## config.mk

```make
export PLATFORM = sky130hd
export DESIGN_NAME = hline_irq_sched
export DESIGN_NICKNAME = d
export VERILOG_FILES = /design/src/rtl/hline_irq_pkg.sv /design/src/rtl/hline_irq_ctrl.sv /design/src/rtl/hline_irq_dp.sv /design/src/rtl/hline_irq_sched.sv
export SDC_FILE = /design/constraint.sdc
export NUM_CORES = 1
export LEC_CHECK = 0
export ABC_AREA = 1
export BUFFER_PORTS_ARGS = -buffer_cell sky130_fd_sc_hd__buf_2
export CAP_MARGIN = 10
export CORE_MARGIN = 8
export CORE_UTILIZATION = 45
export DETAILED_ROUTE_END_ITERATION = 12
export PLACE_DENSITY = 0.65
export REMOVE_ABC_BUFFERS = 1
export SKIP_LAST_GASP = 1
export SLEW_MARGIN = 10
export SYNTH_ARGS = -nofsm -noshare
export SYNTH_HDL_FRONTEND = slang
export SYNTH_SLANG_ARGS = --single-unit
```

## constraint.sdc

```tcl
create_clock -name clk -period 2.3 [get_ports clk]
set_input_delay 0.23 -clock clk [delete_from_list [all_inputs] [get_ports clk]]
set_output_delay 0.23 -clock clk [all_outputs]
set_load 0.03 [all_outputs]
```

## src/rtl/hline_irq_pkg.sv

```systemverilog
package hline_irq_pkg;
  // strobes from the control decision to the counting datapath
  typedef struct packed {
    logic load;   // load the freshly computed interval
    logic dec;    // count one cycle down
    logic clear;  // drop the running countdown
    logic fire;   // emit the trigger pulse
  } hintStrobe_t;

  localparam int unsigned HINT_BIT  = 2;
  localparam int unsigned MASK_W    = 4;
  localparam int unsigned LAST_LINE = 224;
endpackage

```

## src/rtl/hline_irq_ctrl.sv

```systemverilog
module hline_irq_ctrl
  import hline_irq_pkg::*;
#(
  parameter int unsigned NUM_CPU = 2,
  parameter int unsigned SL_W    = 9
) (
  input  logic                      allowBlank,
  input  logic [NUM_CPU*MASK_W-1:0] enMasks,
  input  logic [SL_W-1:0]           scanline,
  input  logic                      kickReq,
  input  logic                      frameStart,
  input  logic                      armed,
  input  logic                      atLast,
  output logic                      anyHint,
  output logic                      lineBlocked,
  output hintStrobe_t               strobe
);
  logic [NUM_CPU-1:0] hintBits;
  logic mayArm;
  logic startReq;

  for (genvar g = 0; g < NUM_CPU; g++) begin : g_pick
    assign hintBits[g] = enMasks[g*MASK_W + HINT_BIT];
  end

  assign anyHint     = |hintBits;
  assign lineBlocked = !allowBlank && (scanline > SL_W'(LAST_LINE));
  assign mayArm      = anyHint && !lineBlocked;
  assign startReq    = kickReq || (frameStart && !allowBlank);

  always_comb begin
    strobe = '0;
    if (!anyHint) begin
      strobe.clear = armed;
    end else if (armed && atLast) begin
      strobe.fire  = 1'b1;
      strobe.load  = mayArm;
      strobe.clear = !mayArm;
    end else if (startReq && mayArm) begin
      strobe.load = 1'b1;
    end else if (armed) begin
      strobe.dec = 1'b1;
    end
  end
endmodule

```

## src/rtl/hline_irq_dp.sv

```systemverilog
module hline_irq_dp
  import hline_irq_pkg::*;
#(
  parameter int unsigned LC_W        = 8,
  parameter int unsigned LINE_CYCLES = 488,
  parameter int unsigned CNT_W       = 17
) (
  input  logic              clk,
  input  logic              rst_n,
  input  logic [LC_W-1:0]   lineCount,
  input  hintStrobe_t       strobe,
  output logic              armed,
  output logic              atLast,
  output logic [CNT_W-1:0]  cnt,
  output logic              hintPulse
);
  logic [CNT_W-1:0] delay;

  assign delay  = (CNT_W'(lineCount) + CNT_W'(1)) * CNT_W'(LINE_CYCLES);
  assign atLast = armed && (cnt == CNT_W'(1));

  always_ff @(posedge clk or negedge rst_n) begin
    if (!rst_n) begin
      armed     <= 1'b0;
      cnt       <= '0;
      hintPulse <= 1'b0;
    end else begin
      hintPulse <= strobe.fire;
      if (strobe.clear) begin
        armed <= 1'b0;
        cnt   <= '0;
      end else if (strobe.load) begin
        armed <= 1'b1;
        cnt   <= delay;
      end else if (strobe.dec) begin
        cnt <= cnt - CNT_W'(1);
      end
    end
  end
endmodule

```

## src/rtl/hline_irq_sched.sv

```systemverilog
module hline_irq_sched
  import hline_irq_pkg::*;
#(
  parameter int unsigned NUM_CPU     = 2,
  parameter int unsigned LC_W        = 8,
  parameter int unsigned SL_W        = 9,
  parameter int unsigned LINE_CYCLES = 488
) (
  input  logic                      clk,
  input  logic                      rst_n,
  input  logic [LC_W-1:0]           lineCount,
  input  logic                      allowBlank,
  input  logic [NUM_CPU*MASK_W-1:0] enMasks,
  input  logic [SL_W-1:0]           scanline,
  input  logic                      kickReq,
  input  logic                      frameStart,
  output logic                      hintPulse
);
  localparam int unsigned CNT_W = $clog2((2**LC_W) * LINE_CYCLES + 1);

  hintStrobe_t      strobe;
  logic             armed;
  logic             atLast;
  logic             anyHint;
  logic             lineBlocked;
  logic [CNT_W-1:0] cnt;

  hline_irq_ctrl #(.NUM_CPU(NUM_CPU), .SL_W(SL_W)) u_ctrl (
    .allowBlank (allowBlank),
    .enMasks    (enMasks),
    .scanline   (scanline),
    .kickReq    (kickReq),
    .frameStart (frameStart),
    .armed      (armed),
    .atLast     (atLast),
    .anyHint    (anyHint),
    .lineBlocked(lineBlocked),
    .strobe     (strobe)
  );

  hline_irq_dp #(.LC_W(LC_W), .LINE_CYCLES(LINE_CYCLES), .CNT_W(CNT_W)) u_dp (
    .clk       (clk),
    .rst_n     (rst_n),
    .lineCount (lineCount),
    .strobe    (strobe),
    .armed     (armed),
    .atLast    (atLast),
    .cnt       (cnt),
    .hintPulse (hintPulse)
  );
endmodule

```

==> out/results.tsv, run 1 <==
metric	value	unit
antennaDiodeCount	0	
multi_input_area	2610	µm²
arrival	3460	ps
grt_max_degree	20	
cts_buffers	3	
synthTopCellsByArea	nand2_1 (18%), dfrtp_1 (16%), ha_1 (13%), fa_1 (10%), inv_1 (10%)	
cts_buffer_depth	2	
min_delay_path_depth	3	
root_buffer	clkbuf_8	
vias_per_cell	5.00	
cp_max_fo	3	
fin_crit	3300	ps
endpoint_kind	register	
yosys-top-cells-count	nand2_1 (136), inv_1 (79), nor2_1 (35)	
stdcell_count	575	
synth_cell_types	31	
power.total	4.14	mW
setup_ws	-999	ps
relSlewSlack	65.3	%
globalRouteOverflowTotal	0	
portBuffers	24	
vias	2875	
initial_core_util	46.1	%
routed_wl	7670	µm
worst_slew_pin_slew	521	ps
io_pins	31	
cts_tree	built	
grt_pass1_vias	2859	
ys_seq_area_share	16.4	%
ir_drop	0.747	mV
violations	setup timing	
rsz0062_at_grt	true	
grt_antenna_before_repair	0	
cap_violations	0	
ys_ff_latch	19	
grt_usage	16.7	%
hold_violations	0	
setup_tns	-8000	ps
cp.required	2460	ps
fin_skew	4.14	ps
drc_errors	0	
status	finished, violations left	
clk_pin_slew	80	ps
hp-class	input pin to register	
utilization	64.8	%
rows	29	
max_freq	303	MHz
die_area	9290	µm²
nNetsFinal	574	
ff2ff_setup_slack	310	ps
ant_nets	0	
drive_above_1_share	34.5	%
area_growth	40.8	%
place_hpwl	5460	µm
dr.first_iter.drc_count	109	
crit_type	input pin to register	
setup_violations	10	
p_per_area	1010	nW/µm²
p_leak	2.16	nW
post-place-ws	-1480	ps
fp.dieW	96.4	µm
final_max_slew_viol_count	0	
synth_top_cell_area_share	17.6	%
cts_sinks	19	
synthArstFlopShare	100	%
synth_top_flop_cell	dfrtp_1	
drtPass1Iterations	5	
ff2ff_path_depth	13	
drt-wirelength-per-cell	13.3	µm
avgSynthCellArea	6.79	µm²
yosysMostFrequentCell	nand2_1	
gp_congestion	0.871	
synthesis.area	2910	µm²
finalCritPeriodShare	143	%
start_kind	input pin	
die_h	96.4	µm
dpl.cell_count	559	
yosysWarnings	0	
synth_area_leader_cell	nand2_1	
grt_pass1_wl	12600	µm
nFillCells	526	
synthCells	428	
clk_latency	260	ps
regArea	475	µm²
core_area	6310	µm²
synth_edf_count	0	
h-tree-depth	1	
through the flow:
step / area (µm²) / hold slack [ps]
floorplan: 2870 / -65.6
global placement: 3350 / 196
detailed placement: 3350 / 201
CTS: 3770 / 223
global route: 4090 / 230
finish: 4090 / 222
area by class of cell:
cell class | instances | area share (%)
clock buffers | 3 | 1.01
well taps | 77 | 2.35
multi-input cells | 324 | 63.7
inverters | 80 | 7.40
clock inverters | 1 | 0.122
flip-flops and latches | 19 | 11.6
repair buffers | 71 | 13.8
repair_timing:
item	4_1_cts	5_1_grt
setup buffers	4	8
resized for setup	68	61
endpoints found under the setup margin	10	10
hold buffers	1	0
pin swaps	41	59
hold endpoints to repair	19	0
worst paths after layout:
| path | startpoint | end |
|---|---|---|
| worst max-delay path | lineCount[0] | u_dp.cnt[16]$_DFFE_PN0P_ |
| worst min-delay path | enMasks[2] | u_dp.hintPulse$_DFF_PN0_ |
| worst max register to register | u_dp.cnt[1]$_DFFE_PN0P_ | u_dp.cnt[4]$_DFFE_PN0P_ |
| worst min register to register | u_dp.cnt[15]$_DFFE_PN0P_ | u_dp.cnt[15]$_DFFE_PN0P_ |
| max in group asynchronous | rst_n | u_dp.cnt[14]$_DFFE_PN0P_ |
| min in group asynchronous | rst_n | u_dp.cnt[2]$_DFFE_PN0P_ |
power breakdown:
part	switching, mW	total (mW)	internal (mW)
Clock	0.122	0.243	0.121
Combinational	1.79	3.28	1.48
Sequential	0.156	0.614	0.458
flip-flops by register name, indices dropped and copies added (netlist names):
register        count
u_dp.hintPulse      1
u_dp.cnt           17
u_dp.armed          1
logic make-up after synthesis:
logic type      after synthesis  synth area share [%]
simple gates                234                  36.1
buf+inv                      85                  11.6
fa+ha+maj                    45                  23.2
xor+xnor                     28                  9.08
flops                        19                  16.4
compound gates               17                  3.57
cells in the final DEF (no fill, tap or decap), drive strengths merged:
master	synthesis	layout
fa	15	15
and2	1	1
o21bai	3	3
clkinv	0	1
nand3b	5	5
nor2	39	39
dfrtp	19	19
a21oi	6	6
nand4	17	17
ha	30	30
o22ai	1	1
dlygate4sd3	0	1
nand3	30	30
or2	1	1
buf	3	70
inv	80	80
a21boi	1	1
xnor2	8	8
clkbuf	2	3
xor2	20	20
o21ai	3	3
a21o	3	3
nand2	141	141
metal layers:
metal / wire length [µm] / GRT usage [%] / part of all wire, %
met5: 0 / 0 / 0
met4: 117 / 1.89 / 1.5
met3: 252 / 2.16 / 3.3
met2: 3730 / 29.5 / 49
met1: 3570 / 21.8 / 47
worst max-delay path, cell delays in order:
cell and delay, ps:
buf_12 90, ha_4 170, nand3_4 130, nor2_4 150
buf_4 110, nand3_1 80, inv_1 140, ha_4 220
fa_1 490, inv_1 50, fa_1 490, inv_2 50
ha_4 280, nand2_4 60, nor2_4 110, nand2_2 80
nand3_2 110, nand2_2 70, nand2_1 60, nand2_1 60
nand2_2 90, nand2_2 50, nand2_1 50, nand2_1 40
No activity file was read; power rests on OpenSTA's default activity.
==> inputs of run 2 (changes only) <==
==> constraint.sdc (replaced) <==
create_clock -name clk -period 3.9 [get_ports clk]
set_input_delay 0.39 -clock clk [delete_from_list [all_inputs] [get_ports clk]]
set_output_delay 0.39 -clock clk [all_outputs]
set_load 0.03 [all_outputs]
==> out/results.tsv, run 2 (synthesized netlist as in run 1, its figures left out) <==
metric	value	unit	change
status	complete, no violations		
largest_reg_flops	17		unchanged
largest_register	u_dp.cnt		
clk_latency	260	ps	about the same
vias_per_cell	4.79		-4.3%
globalRouteOverflowTotal	0		unchanged
relSlewSlack	58.1	%	-7.2 points
crit_type	input pin to register		
endpoint_kind	register		
cts_sinks	19		unchanged
grt_pass1_wl	11300	µm	-10%
fin_skew	4.72	ps	+0.581 ps
arrival	3820	ps	+360 ps
cts_buffers	3		unchanged
utilization	51.8	%	-13 points
h-tree-depth	1		unchanged
rows	29		unchanged
p_per_area	543	nW/µm²	-46%
hp-class	input pin to async pin		
cts_tree	built		
p_leak	1.92	nW	-11%
ctsHoldBuffers	0		-1
drt-wirelength-per-cell	11.2	µm	-16%
ir_drop	0.282	mV	-62%
final_common_cell	nand2_1		
portBuffers	24		unchanged
layout_common_cells	nand2_1 (136), inv_1 (79), nor2_1 (34), ha_1 (29), nand3_1 (28)		
drc_errors	0		unchanged
clk_pin_slew	80	ps	about the same
io_pins	31		unchanged
core_area	6310	µm²	unchanged
gp_congestion	0.801		-8.0%
area_growth	12.5	%	
post-place-ws	-105	ps	+1380 ps
setup_ws	243	ps	+1240 ps
grt_usage	14.8	%	-1.9 points
cap_violations	0		unchanged
fin_crit	3660	ps	
timing.hold.ws	54.4	ps	-167 ps
vias	2599		-9.6%
cp_max_fo	4		+1
routed_wl	6070	µm	-21%
cts_buffer_depth	2		unchanged
initial_core_util	46.1	%	unchanged
setup_violations	0		-10
nNetsFinal	542		-5.6%
grt_max_degree	20		unchanged
ant_nets	0		unchanged
drtPass1Iterations	4		-1
root_buffer	clkbuf_8		
start_kind	input pin		
antennaDiodeCount	0		unchanged
grt_antenna_before_repair	0		unchanged
worst_slew_pin_slew	627	ps	+106 ps
drive_above_1_share	13.1	%	-21 points
cp.required	4060	ps	+1600 ps
place_hpwl	5020	µm	-8.1%
grt_pass1_vias	2574		-10%
final_max_slew_viol_count	0		unchanged
rsz0062_at_grt	true		
die_area	9290	µm²	unchanged
die_h	96.4	µm	unchanged
max_freq	273	MHz	
hold_violations	0		unchanged
ff2ff_path_depth	13		unchanged
top_regs	u_dp.cnt (17), u_dp.armed (1), u_dp.hintPulse (1)		
fp.dieW	96.4	µm	unchanged
finalCritPeriodShare	93.8	%	
dr.first_iter.drc_count	108		-0.92%
-- run 2: changes by cell type in the layout (fill, tap and decap cells not counted), moves of 11 or more --
cell | previous run | this run
buf_4 | 35 | 15
buf_6 | 11 | 0
nand2_2 | 18 | 1
ha_4 | 17 | 0
nand2_1 | 113 | 136
inv_1 | 61 | 79
inv_2 | 18 | 1
ha_1 | 12 | 29
-- run 2: routing by layer --
layer  wire, µm  global-route usage, %  vias up
met4         72                   2.40        0
met1       3150                   20.8     1152
met2       2550                   23.8       41
li1           -                      -     1397
met3        294                   2.16        9
met5          0                      0        -
-- run 2: layout make-up --
type,count,area [µm²]
clock buffers,3,41.3
clock inverters,1,5.00
fillers,654,3040
inverters,80,300
multi-input cells,324,2120
flip-flops and latches,19,475
well taps,77,96.3
repair buffers,39,233
-- run 2: final timing paths --
check	endpoint	slack, ps	start
max	u_dp.cnt[16]$_DFFE_PN0P_	240	lineCount[1]
min	u_dp.cnt[2]$_DFFE_PN0P_	50	rst_n
max reg2reg	u_dp.cnt[11]$_DFFE_PN0P_	1930	u_dp.cnt[1]$_DFFE_PN0P_
min reg2reg	u_dp.cnt[16]$_DFFE_PN0P_	540	u_dp.cnt[16]$_DFFE_PN0P_
max in group asynchronous	u_dp.cnt[10]$_DFFE_PN0P_	3550	rst_n
min in group clk	u_dp.hintPulse$_DFF_PN0_	390	enMasks[2]
-- run 2: repair_timing --
action	CTS	global route
buffers inserted	0	0
hold endpoints to repair	0	0
endpoints found under the setup margin	0	5
resized for setup	0	5
-- run 2: where the power goes --
part / internal, mW / switching, mW / leakage (nW)
registers: 0.270 / 0.0911 / 0.241
clock network: 0.0713 / 0.0725 / 0.0255
logic: 0.524 / 0.748 / 1.65
total: 0.865 / 0.911 / 1.92
-- run 2: worst max-delay path: stages --
cell and delay (ps):
buf_2 110, ha_2 210, nand3_2 120, xnor2_2 170
buf_4 150, ha_1 180, a21o_1 190, fa_1 500
inv_1 50, fa_1 520, inv_1 40, ha_1 310
a21oi_1 270, nand3_1 150, nand2_1 100, nand3_1 60
nand2_1 80, nand2_1 80, nand2_1 70, nand2_1 50
-- run 2: through the flow --
step	TNS (ps)	cells	power (mW)	area (µm²)
after floorplan	0	423	1.33	2870
after global placement	-89.6	539	1.62	3200
after detailed placement	-222	539	1.63	3200
after CTS	0	543	1.79	3250
after global routing	-13.6	543	2.04	3270
final	0	543	1.78	3270
